--- src/rtl/fsel_pkg.sv ---
`timescale 1ns/1ps
package fsel_pkg;

    localparam int STAT_W = 3;

    typedef enum logic [1:0] {
        POL_SINGLE = 2'd0,
        POL_RR     = 2'd1,
        POL_IQ     = 2'd2,
        POL_LSQ    = 2'd3
    } pol_e;

    typedef enum logic [STAT_W-1:0] {
        TS_RUN        = 3'd0,
        TS_DONE       = 3'd1,
        TS_IDLE       = 3'd2,
        TS_BLOCK      = 3'd3,
        TS_SQUASH     = 3'd4,
        TS_WAIT_RESP  = 3'd5,
        TS_WAIT_RETRY = 3'd6,
        TS_OFF        = 3'd7
    } tstat_e;

    typedef enum logic {
        ST_SERVE   = 1'b0,
        ST_CFG_ERR = 1'b1
    } sel_state_e;

endpackage

--- src/rtl/fsel_rr_order.sv ---
`timescale 1ns/1ps
module fsel_rr_order #(
    parameter int NTHR  = 4,
    parameter int TID_W = 2
) (
    input  logic             clk,
    input  logic             rst_n,
    input  logic [NTHR-1:0]  elig,
    input  logic             adv,
    output logic             hit,
    output logic [TID_W-1:0] pick_tid
);

    logic [TID_W-1:0]      order_q [NTHR];
    logic [TID_W-1:0]      order_d [NTHR];
    logic [TID_W-1:0]      pos;
    logic [NTHR*TID_W-1:0] order_flat;
    logic [NTHR-1:0]       seen;

    // first eligible entry scanning from head
    always_comb begin
        hit      = 1'b0;
        pos      = '0;
        pick_tid = '0;
        for (int p = 0; p < NTHR; p++) begin
            if (!hit && elig[order_q[p]]) begin
                hit      = 1'b1;
                pos      = TID_W'(p);
                pick_tid = order_q[p];
            end
        end
    end

    // granted entry goes to tail, later entries move up
    for (genvar gp = 0; gp < NTHR; gp++) begin : g_next
        if (gp == NTHR - 1) begin : g_tail
            assign order_d[gp] = pick_tid;
        end else begin : g_body
            assign order_d[gp] = (TID_W'(gp) < pos) ? order_q[gp] : order_q[gp+1];
        end
        assign order_flat[gp*TID_W +: TID_W] = order_q[gp];
    end

    always_ff @(posedge clk or negedge rst_n) begin
        if (!rst_n) begin
            for (int i = 0; i < NTHR; i++) order_q[i] <= TID_W'(i);
        end else if (adv && hit) begin
            for (int i = 0; i < NTHR; i++) order_q[i] <= order_d[i];
        end
    end

    always_comb begin
        seen = '0;
        for (int p = 0; p < NTHR; p++) seen[order_q[p]] = 1'b1;
    end

    AST_ORDER_PERM: assert property (@(posedge clk) disable iff (!rst_n)
        $countones(seen) == NTHR);

    AST_TAIL_GRANTED: assert property (@(posedge clk) disable iff (!rst_n)
        (adv && hit) |=> order_flat[(NTHR-1)*TID_W +: TID_W] == $past(pick_tid));

    AST_ORDER_STILL: assert property (@(posedge clk) disable iff (!rst_n)
        !(adv && hit) |=> order_flat == $past(order_flat));

endmodule

--- src/rtl/fsel_occ_pick.sv ---
`timescale 1ns/1ps
module fsel_occ_pick #(
    parameter int NTHR  = 4,
    parameter int TID_W = 2,
    parameter int OCC_W = 6
) (
    input  logic [NTHR-1:0]       elig,
    input  logic [NTHR*OCC_W-1:0] occ_flat,
    output logic                  hit,
    output logic [TID_W-1:0]      pick_tid
);

    logic [OCC_W-1:0] best;

    // ascending scan with strict compare: ties keep the lower ID
    always_comb begin
        hit      = 1'b0;
        best     = '0;
        pick_tid = '0;
        for (int i = 0; i < NTHR; i++) begin
            if (elig[i] && (!hit || occ_flat[i*OCC_W +: OCC_W] > best)) begin
                hit      = 1'b1;
                best     = occ_flat[i*OCC_W +: OCC_W];
                pick_tid = TID_W'(i);
            end
        end
    end

endmodule

--- src/rtl/fetch_thread_sel.sv ---
`timescale 1ns/1ps
module fetch_thread_sel
    import fsel_pkg::*;
#(
    parameter int NTHR  = 4,
    parameter int OCC_W = 6,
    localparam int TID_W = $clog2(NTHR),
    localparam int CNT_W = $clog2(NTHR + 1)
) (
    input  logic                     clk,
    input  logic                     rst_n,
    input  logic [1:0]               sel_policy,
    input  logic [CNT_W-1:0]         thr_count,
    input  logic                     hold,
    input  logic [NTHR*STAT_W-1:0]   thr_status,
    input  logic [NTHR*OCC_W-1:0]    iq_occ,
    input  logic [NTHR*OCC_W-1:0]    lsq_occ,
    output logic                     grant_vld,
    output logic [TID_W-1:0]         grant_tid,
    output logic                     cfg_err
);

    pol_e                  pol;
    sel_state_e            state_q, state_d;
    logic [NTHR-1:0]       elig;
    logic                  bad_cfg;
    logic                  solo;
    logic                  rr_adv, rr_hit, occ_hit;
    logic [TID_W-1:0]      rr_tid, occ_tid;
    logic [NTHR*OCC_W-1:0] occ_sel;

    assign pol     = pol_e'(sel_policy);
    assign bad_cfg = (pol == POL_SINGLE) && (thr_count > CNT_W'(1));
    assign solo    = (thr_count <= CNT_W'(1));
    assign occ_sel = (pol == POL_LSQ) ? lsq_occ : iq_occ;

    for (genvar gi = 0; gi < NTHR; gi++) begin : g_elig
        tstat_e st;
        assign st = tstat_e'(thr_status[gi*STAT_W +: STAT_W]);
        assign elig[gi] = ((st == TS_RUN) || (st == TS_DONE) || (st == TS_IDLE))
                          && (CNT_W'(gi) < thr_count);
    end

    fsel_rr_order #(.NTHR(NTHR), .TID_W(TID_W)) u_rr (
        .clk      (clk),
        .rst_n    (rst_n),
        .elig     (elig),
        .adv      (rr_adv),
        .hit      (rr_hit),
        .pick_tid (rr_tid)
    );

    fsel_occ_pick #(.NTHR(NTHR), .TID_W(TID_W), .OCC_W(OCC_W)) u_occ (
        .elig     (elig),
        .occ_flat (occ_sel),
        .hit      (occ_hit),
        .pick_tid (occ_tid)
    );

    // next-state logic
    always_comb begin
        state_d = state_q;
        unique case (state_q)
            ST_SERVE:   if (bad_cfg)  state_d = ST_CFG_ERR;   // SERVE_TO_ERR
            ST_CFG_ERR: if (!bad_cfg) state_d = ST_SERVE;     // ERR_TO_SERVE
            default:    state_d = ST_SERVE;
        endcase
    end

    // state register
    always_ff @(posedge clk or negedge rst_n) begin
        if (!rst_n) state_q <= ST_SERVE;
        else        state_q <= state_d;
    end

    // outputs
    always_comb begin
        grant_vld = 1'b0;
        grant_tid = '0;
        rr_adv    = 1'b0;
        cfg_err   = (state_q == ST_CFG_ERR);
        if (!hold && !bad_cfg) begin
            if (solo) begin
                grant_vld = elig[0];
            end else begin
                unique case (pol)
                    POL_SINGLE: grant_vld = 1'b0;
                    POL_RR: begin
                        grant_vld = rr_hit;
                        grant_tid = rr_tid;
                        rr_adv    = 1'b1;
                    end
                    POL_IQ, POL_LSQ: begin
                        grant_vld = occ_hit;
                        grant_tid = occ_tid;
                    end
                    default: grant_vld = 1'b0;
                endcase
            end
        end
    end

    AST_GRANT_ELIGIBLE: assert property (@(posedge clk) disable iff (!rst_n)
        grant_vld |-> thr_status[32'(grant_tid)*STAT_W +: STAT_W] <= 3'd2);

    AST_HOLD_QUIET: assert property (@(posedge clk) disable iff (!rst_n)
        hold |-> !grant_vld);

    AST_ACTIVE_RANGE: assert property (@(posedge clk) disable iff (!rst_n)
        grant_vld |-> CNT_W'(grant_tid) < thr_count);

    AST_SINGLE_BAD_NOGRANT: assert property (@(posedge clk) disable iff (!rst_n)
        (sel_policy == 2'd0 && thr_count > CNT_W'(1)) |-> !grant_vld);

    AST_SINGLE_BAD_FLAG: assert property (@(posedge clk) disable iff (!rst_n)
        (sel_policy == 2'd0 && thr_count > CNT_W'(1)) |=> cfg_err);

    AST_SOLO_ZERO: assert property (@(posedge clk) disable iff (!rst_n)
        (thr_count == CNT_W'(1) && grant_vld) |-> grant_tid == '0);

endmodule

--- config.mk ---
export PLATFORM = sky130hd
export DESIGN_NAME = fetch_thread_sel
export DESIGN_NICKNAME = d
export VERILOG_FILES = /design/src/rtl/fsel_pkg.sv /design/src/rtl/fsel_rr_order.sv /design/src/rtl/fsel_occ_pick.sv /design/src/rtl/fetch_thread_sel.sv
export SDC_FILE = /design/constraint.sdc
export NUM_CORES = 1
export LEC_CHECK = 0
export CORE_MARGIN = 8
export CORE_UTILIZATION = 35
export DETAILED_ROUTE_END_ITERATION = 10
export PLACE_DENSITY = 0.67
export SETUP_SLACK_MARGIN = 0.4
export SYNTH_ARGS = -nofsm -noshare
export SYNTH_HDL_FRONTEND = slang
export SYNTH_SLANG_ARGS = --single-unit
--- constraint.sdc ---
create_clock -name clk -period 10.4 [get_ports clk]
set_clock_uncertainty 0.1 [all_clocks]
set_input_delay 2.6 -clock clk [delete_from_list [all_inputs] [get_ports clk]]
set_output_delay 2.6 -clock clk [all_outputs]
set_load 0.1 [all_outputs]
=== After elaboration in Yosys (flattened, before gate mapping) ===
Index checks and enable logic that the tools add are counted.
Widths: inputs -> output; s select.

* Output and inout bits: 4
* Bits in registers: 9

* Reductions and logical operators: 41
* Multiplexer cells: 40
* Magnitude comparators: 16
* Bitwise logic cells: 3
* Eq/ne operators: 11

{| class="wikitable"
|+ Operator list
! kind !! count
|-
| $mux 24 || 1
|-
| $mux 1 || 20
|-
| $mux 2 || 10
|-
| $gt 6x6->1 || 3
|-
| $mux 6 || 3
|-
| $logic_and 1x1->1 || 13
|-
| $eq 3x1->1 const B || 4
|-
| $eq 3x2->1 const B || 4
|-
| $logic_not 3->1 || 4
|-
| $lt 2x3->1 const B || 4
|-
| $logic_or 1x1->1 || 11
|-
| $bmux 1 s2 || 4
|-
| $logic_not 1->1 || 8
|-
| $lt 1x3->1 const A || 2
|-
| $lt 2x3->1 const A || 2
|-
| $reduce_and 2->1 || 3
|-
| $eq 2x2->1 const B || 2
|-
| $lt 1x2->1 const A || 2
|-
| $pmux 2 s2 || 1
|-
| $gt 3x1->1 const B || 1
|-
| $le 3x1->1 const B || 1
|-
| $not 1->1 || 3
|-
| $pmux 1 s3 || 1
|-
| $eq 2x1->1 const B || 1
|-
| 3 further kinds || 3
|}

=== Longest topological paths before layout ===
Gate-level depths: netlist of run 1.

* Word-level depth: 20
* Depth in mapped cells: 27
* Depth with buffers taken out: 25

=== Modules after synthesis ===
Synthesis of run 1 repeated with hierarchy kept, for this count alone.

* Cells, all modules: 183
* Area total of the unflattened synthesis: 1,706.6 µm²

{| class="wikitable"
|+ By module, submodules not included
! module !! sequential area each (µm²) !! cells an instance !! times used !! area each (µm²)
|-
| fsel_occ_pick || 0.0 || 85 || 1 || 684.4
|-
| fsel_rr_order || 205.2 || 52 || 1 || 583.1
|-
| fetch_thread_sel || 25.0 || 46 || 1 || 439.2
|}

=== Worst setup path before layout of run 1 ===
OpenSTA, ideal clock, no wires.

* Path type: input to output
* From: input port sel_policy[1]
* To: output port grant_tid[1]
* Stages on the path: 26
* Data arrival time: 8.296 ns
* Path buffers: 2
* Slack: -0.596 ns
* Cell sequence: clkbuf_1 > and2_1 > clkbuf_1 > mux2i_1 > inv_1 > ha_1 > nor2b_1 > o21bai_1 > a31oi_1 > o21ai_1 > mux2_2 > inv_1 > ha_1 > and4_1 > mux2i_1 > o21ai_0 > o21ai_0 > nand2_1 > mux2i_1 > ha_1 > a21oi_1 > a21oi_1 > a2111oi_0 > o21ai_0 > a21oi_1 > a211oi_2

* Word-level cells in the longest chain between the ends: 18
* Elaborated cells on any way between the ends: 30
* Those cells by class: 3 x order compare; 3 x eq/ne; 11 x mux; 13 x reduce/logical

{| class="wikitable"
|+ RTL lines
! element !! RTL line !! text
|-
| start, declared || fetch_thread_sel.sv:12 || <nowiki>input logic [1:0] sel_policy,</nowiki>
|-
| $eq 2x2->1 || fetch_thread_sel.sv:35, fetch_thread_sel.sv:86 ||
|-
| $mux 24 || fetch_thread_sel.sv:35 || <nowiki>assign occ_sel = (pol == POL_LSQ) ? lsq_occ : iq_occ;</nowiki>
|-
| $mux 6 || fsel_occ_pick.sv:21 || <nowiki>if (elig[i] && (!hit || occ_flat[i*OCC_W +: OCC_W] > best)) begin</nowiki>
|-
| $gt 6x6->1 || fsel_occ_pick.sv:21 ||
|-
| $logic_or 1x1->1 || fsel_occ_pick.sv:21 ||
|-
| $logic_and 1x1->1 || fsel_occ_pick.sv:21 ||
|-
| $mux 6 / $mux 1 (equally long branches) || fsel_occ_pick.sv:21 ||
|-
| $gt 6x6->1 / $logic_not 1->1 (equally long branches) || fsel_occ_pick.sv:21 ||
|-
| [2 not listed] || -- ||
|-
| $mux 6 / $mux 1 (equally long branches) || fsel_occ_pick.sv:21 ||
|-
| $gt 6x6->1 / $logic_not 1->1 (equally long branches) || fsel_occ_pick.sv:21 ||
|-
| $logic_or 1x1->1 || fsel_occ_pick.sv:21 ||
|-
| $logic_and 1x1->1 || fsel_occ_pick.sv:21 ||
|-
| $mux 2 || fsel_occ_pick.sv:21 ||
|-
| $pmux 2 s2 || fetch_thread_sel.sv:86 || <nowiki>unique case (pol)</nowiki>
|-
| $mux 2 || fetch_thread_sel.sv:83 || <nowiki>if (solo) begin</nowiki>
|-
| $mux 2 (*) || fetch_thread_sel.sv:82 || <nowiki>if (!hold && !bad_cfg) begin</nowiki>
|-
| end, declared || fetch_thread_sel.sv:19 || <nowiki>output logic [TID_W-1:0] grant_tid,</nowiki>
|}

Mark *: on every way between the ends. The rest lies on a longest branch, timed or not.

=== Worst setup path after layout of run 1 ===
* From: input port thr_count[0]
* To: output port grant_tid[0]

* Word-level cells in the longest chain between the ends: 18
* Elaborated cells on any way between the ends: 58
* Those cells by class: 9 x order compare; 27 x mux; 22 x reduce/logical

{| class="wikitable"
|+ RTL lines
! element !! RTL line !! text
|-
| start, declared || fetch_thread_sel.sv:13 || <nowiki>input logic [CNT_W-1:0] thr_count,</nowiki>
|-
| $lt 1x3->1 || fetch_thread_sel.sv:41 || <nowiki>&& (CNT_W'(gi) < thr_count);</nowiki>
|-
| $logic_and 1x1->1 || fetch_thread_sel.sv:41 ||
|-
| $mux 6 / $mux 1 (equally long branches) || fsel_occ_pick.sv:21 ||
|-
| $gt 6x6->1 / $logic_not 1->1 (equally long branches) || fsel_occ_pick.sv:21 ||
|-
| $logic_or 1x1->1 || fsel_occ_pick.sv:21 ||
|-
| $logic_and 1x1->1 || fsel_occ_pick.sv:21 ||
|-
| $mux 6 / $mux 1 (equally long branches) || fsel_occ_pick.sv:21 ||
|-
| $gt 6x6->1 / $logic_not 1->1 (equally long branches) || fsel_occ_pick.sv:21 ||
|-
| [2 not listed] || -- ||
|-
| $mux 6 / $mux 1 (equally long branches) || fsel_occ_pick.sv:21 ||
|-
| $gt 6x6->1 / $logic_not 1->1 (equally long branches) || fsel_occ_pick.sv:21 ||
|-
| $logic_or 1x1->1 || fsel_occ_pick.sv:21 ||
|-
| $logic_and 1x1->1 || fsel_occ_pick.sv:21 ||
|-
| $mux 2 || fsel_occ_pick.sv:21 ||
|-
| $pmux 2 s2 || fetch_thread_sel.sv:86 ||
|-
| $mux 2 || fetch_thread_sel.sv:83 ||
|-
| $mux 2 (*) || fetch_thread_sel.sv:82 ||
|}

Mark *: on every way between the ends. The rest lies on a longest branch, timed or not. The select of a mux whose other input is x is not followed.

==> flow_results.xml, run 1 <==
<?xml version="1.0" encoding="UTF-8"?>
<metrics>
  <group name="cts">
    <metric name="cts-root-to-sink-buffers" unit="">2</metric>
    <metric name="cts.sink_count" unit="">9</metric>
    <metric name="ctsHoldBuffers" unit="">0</metric>
    <metric name="clk_pin_slew_worst_paths" unit="ps">40</metric>
    <metric name="clock_insertion_delay_worst_skew" unit="ps">230</metric>
    <metric name="cts-buffers-inserted" unit="">3</metric>
    <metric name="tritoncts" unit="">done</metric>
    <metric name="cts_htree_levels" unit="">1</metric>
    <metric name="cts.root.buffer_cell" unit="">clkbuf_8</metric>
  </group>
  <group name="routing">
    <metric name="route.final.wire_length" unit="um">6343</metric>
    <metric name="remaining_antenna_violation_count_after_routing" unit="">0</metric>
    <metric name="drt_pre_antenna_iters" unit="">4</metric>
    <metric name="wl_per_cell" unit="um">15.70</metric>
    <metric name="routed-via-count" unit="">2125</metric>
    <metric name="post-route-drc-count" unit="">0</metric>
    <metric name="detailedRoute.firstIterationViolations" unit="">51</metric>
    <metric name="post_drt_via_cell_ratio" unit="">5.260</metric>
  </group>
  <group name="synthesis">
    <metric name="complex_gate_fraction_of_the_synthesized_area" unit="%">20.91</metric>
    <metric name="synth-adder-area-share" unit="%">13.25</metric>
    <metric name="synth_simple_gate_area_share" unit="%">26.66</metric>
    <metric name="synth.distinct_cells" unit="">44</metric>
    <metric name="cell_types_occupying_the_most_area_after_synthesis" unit="">nand2_1 (14%), mux2i_1 (14%), ha_1 (13%)</metric>
    <metric name="synth_xor_area_share" unit="%">0</metric>
    <metric name="post_synth_inst_count" unit="">235</metric>
    <metric name="synth_top_cell_by_area" unit="">nand2_1</metric>
    <metric name="async_flop_share" unit="%">100.0</metric>
    <metric name="ys_seq_elements" unit="">9</metric>
    <metric name="avgSynthCellArea" unit="sq um">7.230</metric>
    <metric name="netlist_area" unit="sq um">1699</metric>
    <metric name="post_synthesis_sequential_area_ratio" unit="%">13.55</metric>
    <metric name="ys.flop_type" unit="">dfrtp_1</metric>
    <metric name="synthesis.yosys.warnings" unit="">0</metric>
    <metric name="dominant_combinational_cell_family_by_area_after_synthesis" unit="">simple AND/OR/NAND/NOR gates</metric>
    <metric name="synthDominantCellAreaShare" unit="%">14.36</metric>
    <metric name="synth_enable_flop_cells" unit="">0</metric>
    <metric name="synth_mux_area_share" unit="%">20.32</metric>
    <metric name="synth_nets" unit="">321</metric>
  </group>
  <group name="timing">
    <metric name="hold_violations" unit="">0</metric>
    <metric name="final.period_utilization" unit="%">97.54</metric>
    <metric name="drv_slew" unit="">0</metric>
    <metric name="max_freq" unit="MHz">98.58</metric>
    <metric name="grt_setup_unrepaired" unit="">yes</metric>
    <metric name="post_route_setup_tns" unit="ps">0</metric>
    <metric name="worst-slew-pin-transition" unit="ps">977.0</metric>
    <metric name="layout_min_cycle_time" unit="ps">10140</metric>
    <metric name="finalSetupViolations" unit="">0</metric>
    <metric name="timing.max_slew.rel_slack" unit="%">34.66</metric>
  </group>
  <group name="die">
    <metric name="floorplan.die.height" unit="um">85.68</metric>
    <metric name="num_rows" unit="">25</metric>
    <metric name="design.portCount" unit="">72</metric>
    <metric name="standard_cell_core_area" unit="sq um">4692</metric>
    <metric name="die_area" unit="sq um">7340</metric>
    <metric name="floorplan.initialDensity" unit="%">36.21</metric>
    <metric name="die_w" unit="um">85.68</metric>
  </group>
  <group name="critical_path">
    <metric name="critical_path_arrival" unit="ps">7440</metric>
    <metric name="criticalPathCategory" unit="">in2out</metric>
    <metric name="required_time_at_the_worst_slack_endpoint" unit="ps">7700</metric>
    <metric name="cp_max_fo" unit="">7</metric>
    <metric name="worstSetupStartpointType" unit="">input port</metric>
    <metric name="cp-end-kind" unit="">primary output</metric>
  </group>
  <group name="cells_and_area">
    <metric name="layout-area-overhead-vs-synth" unit="%">89.62</metric>
    <metric name="mostFrequentLayoutCells" unit="">clkdlybuf4s50_1 (60), nand2_1 (55), buf_4 (43), inv_1 (15), mux2i_1 (14)</metric>
    <metric name="finalNonFillerCells" unit="">404</metric>
    <metric name="antennaDiodeCount" unit="">0</metric>
    <metric name="final_layout_size_suffix_gt1_share" unit="%">34.86</metric>
    <metric name="mostFrequentLayoutCell" unit="">clkdlybuf4s50_1</metric>
    <metric name="fin_nets" unit="">437</metric>
  </group>
  <group name="global_route">
    <metric name="grt_max_degree" unit="">13</metric>
    <metric name="grt_usage" unit="%">17.14</metric>
    <metric name="grt_first_pass_wirelength" unit="um">10440</metric>
    <metric name="number_of_global_route_vias_before_repair" unit="">2245</metric>
    <metric name="overflow" unit="">0</metric>
    <metric name="antenna_found_initial" unit="">0</metric>
  </group>
  <group name="placed_design">
    <metric name="finalWeightedCongestion" unit="">0.8590</metric>
    <metric name="buffer_ports.inserted" unit="">71</metric>
    <metric name="detailedPlacementHpwl" unit="um">4848</metric>
    <metric name="place_inst" unit="">389</metric>
  </group>
  <group name="status">
    <metric name="outcome" unit="">complete, no violations</metric>
  </group>
  <group name="power_and_ir_drop">
    <metric name="ir_drop" unit="uV">168.9</metric>
    <metric name="pd_cells" unit="nW/um^2">113.9</metric>
    <metric name="p_leak" unit="nW">1.439</metric>
    <metric name="p_total" unit="uW">367.0</metric>
  </group>
  <group name="hold_path">
    <metric name="hold_class" unit="">reg2reg</metric>
  </group>
  <group name="flow_run">
    <metric name="max_cap_viol_count" unit="">0</metric>
  </group>
</metrics>
through the flow:
stage / hold slack (ps) / utilization (%) / worst slack [ps] / instance area, sq um
final: 422.5 / 68.67 / 256.3 / 3222
after CTS: 426.0 / 66.00 / 403.2 / 3097
after detailed placement: 417.7 / 59.01 / -368.3 / 2769
after global routing: 463.3 / 68.67 / 27.30 / 3222
after floorplan: 389.5 / - / 403.3 / 1750
after global placement: 416.6 / 59.01 / -217.5 / 2769
final cells by class:
class / instances / area, sq um
Inverter: 17 / 63.81
Multi-Input combinational cell: 202 / 1725
Sequential cell: 9 / 230.2
Timing Repair Buffer: 118 / 1090
Fill cell: 380 / 1470
Clock buffer: 4 / 45.04
Tap cell: 54 / 67.56
critical path, cell delays in order:
cell and delay (ps):
buf_6 90, or3_4 370, and2_4 210, nand2b_4 90
inv_2 30, ha_2 290, nand3_1 60, o22ai_1 120
a31oi_1 80, o21ai_2 160, buf_6 190, mux2i_4 260
inv_1 60, ha_1 270, and4_1 190, mux2i_1 170
o21ai_2 100, o21ai_2 80, nand2_2 130, buf_6 150
mux2i_2 180, ha_1 290, buf_6 130, a2111oi_4 370
o221ai_2 150, a311o_2 410, buf_12 180
synthesized netlist by cell type, types with 4 or more instances:
| master | instances |
|---|---|
| mux2_2 | 4 |
| a21oi_1 | 10 |
| dfrtp_1 | 5 |
| nand2b_1 | 4 |
| nor2b_1 | 4 |
| and2_1 | 5 |
| mux2i_1 | 24 |
| inv_1 | 17 |
| dfstp_2 | 4 |
| a31oi_1 | 4 |
| nand2_1 | 65 |
| nand3_1 | 6 |
| o21ai_0 | 13 |
| clkbuf_1 | 7 |
| nor2_1 | 8 |
| ha_1 | 18 |
cells by family after synthesis:
| logic type | Yosys count |
|---|---|
| and+or+nand+nor | 102 |
| AOI/OAI and AO/OA | 51 |
| muxes | 31 |
| buffers and inverters | 24 |
| DFF | 9 |
| adders and majority gates | 18 |
power by group:
part	internal (mW)	total, mW	leakage (nW)	switching (mW)
Clock	0.0267	0.0399	0.0228	0.0133
Combinational	0.128	0.253	1.31	0.125
Sequential	0.0545	0.0743	0.105	0.0199
Total	0.209	0.367	1.44	0.158
worst paths after layout:
kind	start	to	slack [ps]	cells after the start
worst max-delay path	thr_count[0]	grant_tid[0]	260	27
max in group asynchronous	rst_n	u_rr.order_flat[2]	7340	1
min in group asynchronous	rst_n	cfg_err	2550	1
worst min register to register	u_rr.order_flat[6]	u_rr.order_flat[6]	420	2
worst min-delay path	u_rr.order_flat[6]	u_rr.order_flat[6]	420	2
worst max register to register	u_rr.order_flat[2]	u_rr.order_flat[4]	8340	6
per-layer routing:
metal  up-vias  share of wire (%)  GRT usage [%]
li1       1070                  -              -
met1       975                 43          19.54
met2        69                 50          31.81
met3        11                4.9          3.629
met4         0                1.7          3.344
met5         -                  0              0
timing repair:
item	4_1_cts	5_1_grt
setup endpoints to repair	2	2
gates resized for setup	68	24
buffers inserted	9	2
pin swaps	28	23
state kept, by name, indices dropped and copies added (netlist names):
signal           flops
u_rr.order_flat      8
cfg_err              1
Note: power is estimated with default switching activity, not from simulation.
==> run 2: changes to the inputs <==
--- a/config.mk
+++ b/config.mk
@@ -5,10 +5,14 @@
 export SDC_FILE = /design/constraint.sdc
 export NUM_CORES = 1
 export LEC_CHECK = 0
+export CAP_MARGIN = 20
+export CELL_PAD_IN_SITES_DETAIL_PLACEMENT = 1
+export CELL_PAD_IN_SITES_GLOBAL_PLACEMENT = 1
 export CORE_MARGIN = 8
-export CORE_UTILIZATION = 35
+export CORE_UTILIZATION = 27
 export DETAILED_ROUTE_END_ITERATION = 10
-export PLACE_DENSITY = 0.67
+export PLACE_DENSITY = 0.74
+export RECOVER_POWER = 100
 export SETUP_SLACK_MARGIN = 0.4
 export SYNTH_ARGS = -nofsm -noshare
 export SYNTH_HDL_FRONTEND = slang
==> run 2 against run 1 <==
Die area is 24% higher. Sequential share of layout area down 0.45 points. Power up 5.0%. Flip-flop and latch count did not move. Global-route usage barely moved. Utilization decreased by 13 points. Count of clock-buffer cells in the layout stayed put. Routed wire length rose by 28%. Worst setup slack got worse by 35 ps. Register-to-register slack lost 350 ps. Combinational power grew 7%. Cell count is 9.7% higher. Largest power group unchanged. Highest routed layer unchanged.
==> flow_results.xml, run 2 (same netlist as run 1, synthesis figures left out) <==
<?xml version="1.0" encoding="UTF-8"?>
<metrics>
  <group name="routing">
    <metric name="route.final.wire_length" unit="um">8097</metric>
    <metric name="detailedRoute.firstIterationViolations" unit="">46</metric>
    <metric name="post_drt_via_cell_ratio" unit="">5.099</metric>
    <metric name="routed-via-count" unit="">2259</metric>
    <metric name="drt_pre_antenna_iters" unit="">4</metric>
    <metric name="wl_per_cell" unit="um">18.28</metric>
    <metric name="post-route-drc-count" unit="">0</metric>
    <metric name="remaining_antenna_violation_count_after_routing" unit="">0</metric>
  </group>
  <group name="global_route">
    <metric name="grt_first_pass_wirelength" unit="um">12500</metric>
    <metric name="grt_usage" unit="%">17.19</metric>
    <metric name="overflow" unit="">0</metric>
    <metric name="antenna_found_initial" unit="">0</metric>
    <metric name="number_of_global_route_vias_before_repair" unit="">2536</metric>
    <metric name="grt_max_degree" unit="">11</metric>
  </group>
  <group name="power_and_ir_drop">
    <metric name="power.internal" unit="uW">218.9</metric>
    <metric name="power_frac_comb" unit="%">70.3</metric>
    <metric name="p_total" unit="uW">385.2</metric>
    <metric name="clock_power_share" unit="%">10.3</metric>
    <metric name="ir_drop" unit="uV">106.4</metric>
    <metric name="share_seq_of_total_power" unit="%">19.4</metric>
    <metric name="power.share.switching" unit="%">43.18</metric>
    <metric name="total_switching_power" unit="uW">166.3</metric>
    <metric name="pd_cells" unit="nW/um^2">112.1</metric>
    <metric name="p_leak" unit="nW">1.539</metric>
  </group>
  <group name="placed_design">
    <metric name="finalWeightedCongestion" unit="">0.8327</metric>
    <metric name="dpl_cell_area" unit="sq um">2833</metric>
    <metric name="place_inst" unit="">415</metric>
    <metric name="detailedPlacementHpwl" unit="um">5812</metric>
    <metric name="buffer_ports.inserted" unit="">71</metric>
    <metric name="pre_cts_slack" unit="ps">-496.1</metric>
  </group>
  <group name="cts">
    <metric name="cts-root-to-sink-buffers" unit="">2</metric>
    <metric name="cts_htree_levels" unit="">1</metric>
    <metric name="cts-buffers-inserted" unit="">3</metric>
    <metric name="clk_pin_slew_worst_paths" unit="ps">40</metric>
    <metric name="cts.root.buffer_cell" unit="">clkbuf_8</metric>
    <metric name="cts.sink_count" unit="">9</metric>
    <metric name="clock_insertion_delay_worst_skew" unit="ps">230</metric>
    <metric name="tritoncts" unit="">done</metric>
  </group>
  <group name="timing">
    <metric name="timing.max_slew.rel_slack" unit="%">33.97</metric>
    <metric name="layout_setup_ws" unit="ps">221.0</metric>
    <metric name="final.period_utilization" unit="%">97.87</metric>
    <metric name="layout_min_cycle_time" unit="ps">10180</metric>
    <metric name="finalSetupViolations" unit="">0</metric>
    <metric name="drv_slew" unit="">0</metric>
    <metric name="max_freq" unit="MHz">98.24</metric>
    <metric name="hold_violations" unit="">0</metric>
    <metric name="worst-slew-pin-transition" unit="ps">987.2</metric>
    <metric name="grt_setup_unrepaired" unit="">yes</metric>
    <metric name="post_route_setup_tns" unit="ps">0</metric>
  </group>
  <group name="cells_and_area">
    <metric name="final_layout_size_suffix_gt1_share" unit="%">40.44</metric>
    <metric name="fin_nets" unit="">453</metric>
    <metric name="fillerInstances" unit="">741</metric>
    <metric name="layout-area-overhead-vs-synth" unit="%">102.3</metric>
    <metric name="mostFrequentLayoutCell" unit="">buf_4</metric>
    <metric name="finalNonFillerCells" unit="">443</metric>
    <metric name="design_area" unit="sq um">3437</metric>
    <metric name="antennaDiodeCount" unit="">0</metric>
    <metric name="mostFrequentLayoutCells" unit="">buf_4 (58), clkdlybuf4s50_1 (54), nand2_1 (53), mux2i_1 (14), ha_4 (12)</metric>
    <metric name="largest_register_ff_count" unit="">8</metric>
  </group>
  <group name="die">
    <metric name="floorplan.initialDensity" unit="%">27.38</metric>
    <metric name="die_area" unit="sq um">9088</metric>
    <metric name="standard_cell_core_area" unit="sq um">6205</metric>
    <metric name="design.portCount" unit="">72</metric>
    <metric name="num_rows" unit="">29</metric>
    <metric name="die_w" unit="um">95.33</metric>
    <metric name="floorplan.die.height" unit="um">95.33</metric>
  </group>
  <group name="hold_path">
    <metric name="hold_class" unit="">reg2reg</metric>
  </group>
  <group name="flow_run">
    <metric name="max_cap_viol_count" unit="">0</metric>
  </group>
  <group name="critical_path">
    <metric name="critical_path_arrival" unit="ps">7480</metric>
    <metric name="criticalPathCategory" unit="">in2out</metric>
    <metric name="cp_max_fo" unit="">8</metric>
    <metric name="required_time_at_the_worst_slack_endpoint" unit="ps">7700</metric>
    <metric name="worstSetupStartpointType" unit="">input port</metric>
    <metric name="crit_path_frequent_cell" unit="">o21ai_2</metric>
    <metric name="worst_path_max_delay_cell" unit="">or3_4</metric>
    <metric name="cp-end-kind" unit="">primary output</metric>
    <metric name="slowest_delay" unit="ps">380</metric>
  </group>
  <group name="status">
    <metric name="outcome" unit="">complete, no violations</metric>
  </group>
</metrics>
## run 2: changes by cell type in the layout (fill, tap and decap cells not counted), moves of 4 or more
cell / before / now
ha_4: 8 / 12
buf_4: 43 / 58
clkdlybuf4s50_1: 60 / 54
dlygate4sd3_1: 0 / 4
ha_1: 9 / 5
inv_2: 2 / 7
inv_1: 15 / 10
## run 2: area by class of cell
| type | instances | area (sq um) | area share [%] |
|---|---|---|---|
| repair buffers | 134 | 1216 | 35.38 |
| multi-input cells | 202 | 1785 | 51.95 |
| well taps | 77 | 96.34 | 2.803 |
| flip-flops and latches | 9 | 230.2 | 6.698 |
| clock buffers | 4 | 45.04 | 1.311 |
| inverters | 17 | 63.81 | 1.857 |
## run 2: final timing paths
check | endpoint | from | cells after the start | slack [ps]
max in group asynchronous | u_rr.order_flat[2] | rst_n | 1 | 7230
worst max register to register | u_rr.order_flat[4] | u_rr.order_flat[5] | 4 | 7990
worst min-delay path | u_rr.order_flat[6] | u_rr.order_flat[6] | 2 | 440
worst max-delay path | grant_tid[1] | thr_count[1] | 31 | 220
min in group asynchronous | u_rr.order_flat[4] | rst_n | 1 | 2640
worst min register to register | u_rr.order_flat[6] | u_rr.order_flat[6] | 2 | 440
## run 2: power groups by stage
stage / Combinational (mW) / Sequential, mW / Clock, mW
after floorplan: 0.140 / 0.0697 / 0
after global placement: 0.218 / 0.0747 / 0
after detailed placement: 0.224 / 0.0751 / 0
after CTS: 0.257 / 0.0746 / 0.0406
after global routing: 0.293 / 0.0769 / 0.0426
final: 0.271 / 0.0747 / 0.0395
## run 2: repair_timing
action | 4_1_cts | 5_1_grt
buffers inserted | 11 | 13
resized for setup | 79 | 35
setup endpoints to repair | 2 | 2
hold buffers | 0 | 0
pin swaps | 31 | 30
## run 2: layer usage
| layer | track usage [%] | vias up | share of wire [%] |
|---|---|---|---|
| met3 | 3.228 | 10 | 4.8 |
| li1 | - | 1098 | - |
| met5 | 0 | - | 0 |
| met2 | 33.14 | 67 | 54 |
| met4 | 2.991 | 0 | 1.2 |
| met1 | 19.04 | 1084 | 40 |
## run 2: critical path: cells and delay by family
kind                       cells  cell delay, ps
muxes                          2             460
adders and majority gates      3             760
buffers and inverters          8            1010
AOI/OAI and AO/OA             12            1600
and+or+nand+nor                6            1020
## run 2: through the flow
stage / util (%) / hold slack (ps)
after floorplan: - / 389.5
after global placement: 45.65 / 416.8
after detailed placement: 45.65 / 420.1
after CTS: 52.17 / 440.6
after global routing: 55.39 / 471.0
final: 55.39 / 443.4
==> run 3: changes to the inputs <==
--- a/config.mk
+++ b/config.mk
@@ -8,6 +8,7 @@
 export CAP_MARGIN = 20
 export CELL_PAD_IN_SITES_DETAIL_PLACEMENT = 1
 export CELL_PAD_IN_SITES_GLOBAL_PLACEMENT = 1
+export CORE_ASPECT_RATIO = 2
 export CORE_MARGIN = 8
 export CORE_UTILIZATION = 27
 export DETAILED_ROUTE_END_ITERATION = 10
==> run 3 against run 2 <==
Die area is 1.7% higher. Worst setup slack worse by 79 ps. Clock power is 76% higher. Cell count is 1.1% higher. Register-to-register slack worse by 130 ps.
==> flow_results.xml, run 3 (same netlist as run 1, synthesis figures left out) <==
<?xml version="1.0" encoding="UTF-8"?>
<metrics>
  <group name="cells_and_area">
    <metric name="mostFrequentLayoutCell" unit="">clkdlybuf4s50_1</metric>
    <metric name="final_layout_size_suffix_gt1_share" unit="%">40.33</metric>
    <metric name="largest_register_ff_count" unit="">8</metric>
    <metric name="mostFrequentLayoutCells" unit="">clkdlybuf4s50_1 (56), buf_4 (53), nand2_1 (52), mux2i_1 (12), ha_4 (12)</metric>
    <metric name="layout-area-overhead-vs-synth" unit="%">106.5</metric>
    <metric name="fin_nets" unit="">449</metric>
    <metric name="antennaDiodeCount" unit="">0</metric>
  </group>
  <group name="critical_path">
    <metric name="cp-end-kind" unit="">primary output</metric>
    <metric name="critical_path_arrival" unit="ps">7560</metric>
    <metric name="worstSetupStartpointType" unit="">input port</metric>
    <metric name="critical_path.n_buffers_inverters" unit="">5</metric>
    <metric name="cpLargestDelayFamily" unit="">compound AO/OA/AOI/OAI gates</metric>
    <metric name="criticalPathCategory" unit="">in2out</metric>
    <metric name="required_time_at_the_worst_slack_endpoint" unit="ps">7700</metric>
    <metric name="cp_max_fo" unit="">8</metric>
    <metric name="worst_path_max_delay_cell" unit="">a311o_2</metric>
    <metric name="slowest_delay" unit="ps">410</metric>
  </group>
  <group name="die">
    <metric name="die_w" unit="um">72.10</metric>
    <metric name="num_rows" unit="">41</metric>
    <metric name="floorplan.die.height" unit="um">128.2</metric>
    <metric name="floorplan.initialDensity" unit="%">27.37</metric>
    <metric name="standard_cell_core_area" unit="sq um">6207</metric>
    <metric name="design.portCount" unit="">72</metric>
    <metric name="die_area" unit="sq um">9242</metric>
  </group>
  <group name="global_route">
    <metric name="antenna_found_initial" unit="">0</metric>
    <metric name="grt_usage" unit="%">17.24</metric>
    <metric name="grt_max_degree" unit="">10</metric>
    <metric name="overflow" unit="">0</metric>
    <metric name="grt_first_pass_wirelength" unit="um">12740</metric>
    <metric name="number_of_global_route_vias_before_repair" unit="">2536</metric>
  </group>
  <group name="hold_path">
    <metric name="hold_class" unit="">reg2reg</metric>
  </group>
  <group name="routing">
    <metric name="drt_pre_antenna_iters" unit="">4</metric>
    <metric name="route.final.wire_length" unit="um">9670</metric>
    <metric name="routed-via-count" unit="">2388</metric>
    <metric name="remaining_antenna_violation_count_after_routing" unit="">0</metric>
    <metric name="highest_layer" unit="">met4</metric>
    <metric name="post-route-drc-count" unit="">0</metric>
    <metric name="met2_wirelength" unit="um">5258</metric>
    <metric name="detailedRoute.firstIterationViolations" unit="">139</metric>
    <metric name="detail_route.wirelength.met1" unit="um">3247</metric>
    <metric name="post_drt_via_cell_ratio" unit="">5.330</metric>
    <metric name="met3_wirelength" unit="um">704</metric>
    <metric name="wl_per_cell" unit="um">21.58</metric>
  </group>
  <group name="cts">
    <metric name="ctsHoldBuffers" unit="">0</metric>
    <metric name="clk_pin_slew_worst_paths" unit="ps">40</metric>
    <metric name="tritoncts" unit="">done</metric>
    <metric name="cts.root.buffer_cell" unit="">clkbuf_16</metric>
    <metric name="cts_htree_levels" unit="">1</metric>
    <metric name="cts.sink_count" unit="">9</metric>
    <metric name="clock_insertion_delay_worst_skew" unit="ps">240</metric>
    <metric name="cts-root-to-sink-buffers" unit="">2</metric>
    <metric name="cts-buffers-inserted" unit="">3</metric>
  </group>
  <group name="timing">
    <metric name="drv_slew" unit="">0</metric>
    <metric name="final.period_utilization" unit="%">98.63</metric>
    <metric name="timing.max_slew.rel_slack" unit="%">31.97</metric>
    <metric name="worst-slew-pin-transition" unit="ps">1017</metric>
    <metric name="grt_setup_unrepaired" unit="">yes</metric>
    <metric name="worst_hold_slack" unit="ps">445.7</metric>
    <metric name="layout_min_cycle_time" unit="ps">10260</metric>
    <metric name="max_freq" unit="MHz">97.48</metric>
    <metric name="finalSetupViolations" unit="">0</metric>
    <metric name="hold_violations" unit="">0</metric>
  </group>
  <group name="flow_run">
    <metric name="max_cap_viol_count" unit="">0</metric>
  </group>
  <group name="placed_design">
    <metric name="finalWeightedCongestion" unit="">0.8738</metric>
    <metric name="detailedPlacementHpwl" unit="um">5839</metric>
    <metric name="buffer_ports.inserted" unit="">71</metric>
  </group>
  <group name="status">
    <metric name="outcome" unit="">complete, no violations</metric>
  </group>
  <group name="power_and_ir_drop">
    <metric name="pd_cells" unit="nW/um^2">121.0</metric>
    <metric name="p_total" unit="uW">424.5</metric>
    <metric name="ir_drop" unit="uV">108.8</metric>
    <metric name="p_leak" unit="nW">1.528</metric>
  </group>
</metrics>
-- run 3: cell types whose count changed in the layout (fill, tap and decap cells not counted), sizes merged --
cell           before  now
buf                69   65
clkbuf              8    5
clkdlybuf4s15       0    3
clkdlybuf4s50      54   56
dlymetal6s2s        3    1
-- run 3: worst paths after layout --
path | start | end | slack (ps) | depth (start not counted)
worst min register to register | u_rr.order_flat[7] | u_rr.order_flat[7] | 450 | 2
worst min-delay path | u_rr.order_flat[7] | u_rr.order_flat[7] | 450 | 2
min in group asynchronous | rst_n | u_rr.order_flat[4] | 2660 | 1
worst max-delay path | sel_policy[1] | grant_tid[0] | 140 | 27
max in group asynchronous | rst_n | u_rr.order_flat[6] | 7190 | 1
worst max register to register | u_rr.order_flat[1] | u_rr.order_flat[4] | 7860 | 6
-- run 3: final cells by class --
cell class	instances	area (sq um)
Timing Repair Buffer	130	1204
Fill cell	711	2699
Sequential cell	9	230.2
Tap cell	86	107.6
Inverter	17	63.81
Clock buffer	4	78.83
Multi-Input combinational cell	202	1824
-- run 3: power breakdown --
group          total (mW)  internal, mW  switching [mW]
clock network      0.0695        0.0514          0.0181
registers          0.0748        0.0545          0.0203
logic               0.280         0.136           0.144
total               0.425         0.242           0.182
-- run 3: timing repair --
action | 4_1_cts | 5_1_grt
pin swaps | 23 | 29
gates resized for setup | 83 | 37
buffers inserted | 15 | 10
setup endpoints to repair | 2 | 2
-- run 3: worst register-to-register path, delay by kind of cell, from the launching register on --
kind | cells | cell delay (ps)
muxes | 1 | 360
and+or+nand+nor | 1 | 320
DFF | 1 | 410
buffers and inverters | 1 | 120
AOI/OAI and AO/OA | 3 | 1100
-- run 3: per-layer routing --
layer	vias to the layer above	track usage, %
met3	31	4.232
met4	0	6.061
met1	1125	18.26
met5	-	0
met2	142	31.35
li1	1090	-
-- run 3: stage by stage --
step	setup WS (ps)	cell area, sq um	instances	util (%)	setup TNS [ps]
6_report	142.0	3508	448	56.52	0
4_1_cts	356.8	3276	438	52.77	0
3_3_place_gp	-130.3	2806	419	45.21	-130.3
2_1_floorplan	403.3	1750	235	-	0
3_5_place_dp	-425.5	2806	419	45.21	-718.0
5_1_grt	-119.6	3508	448	56.52	-119.6
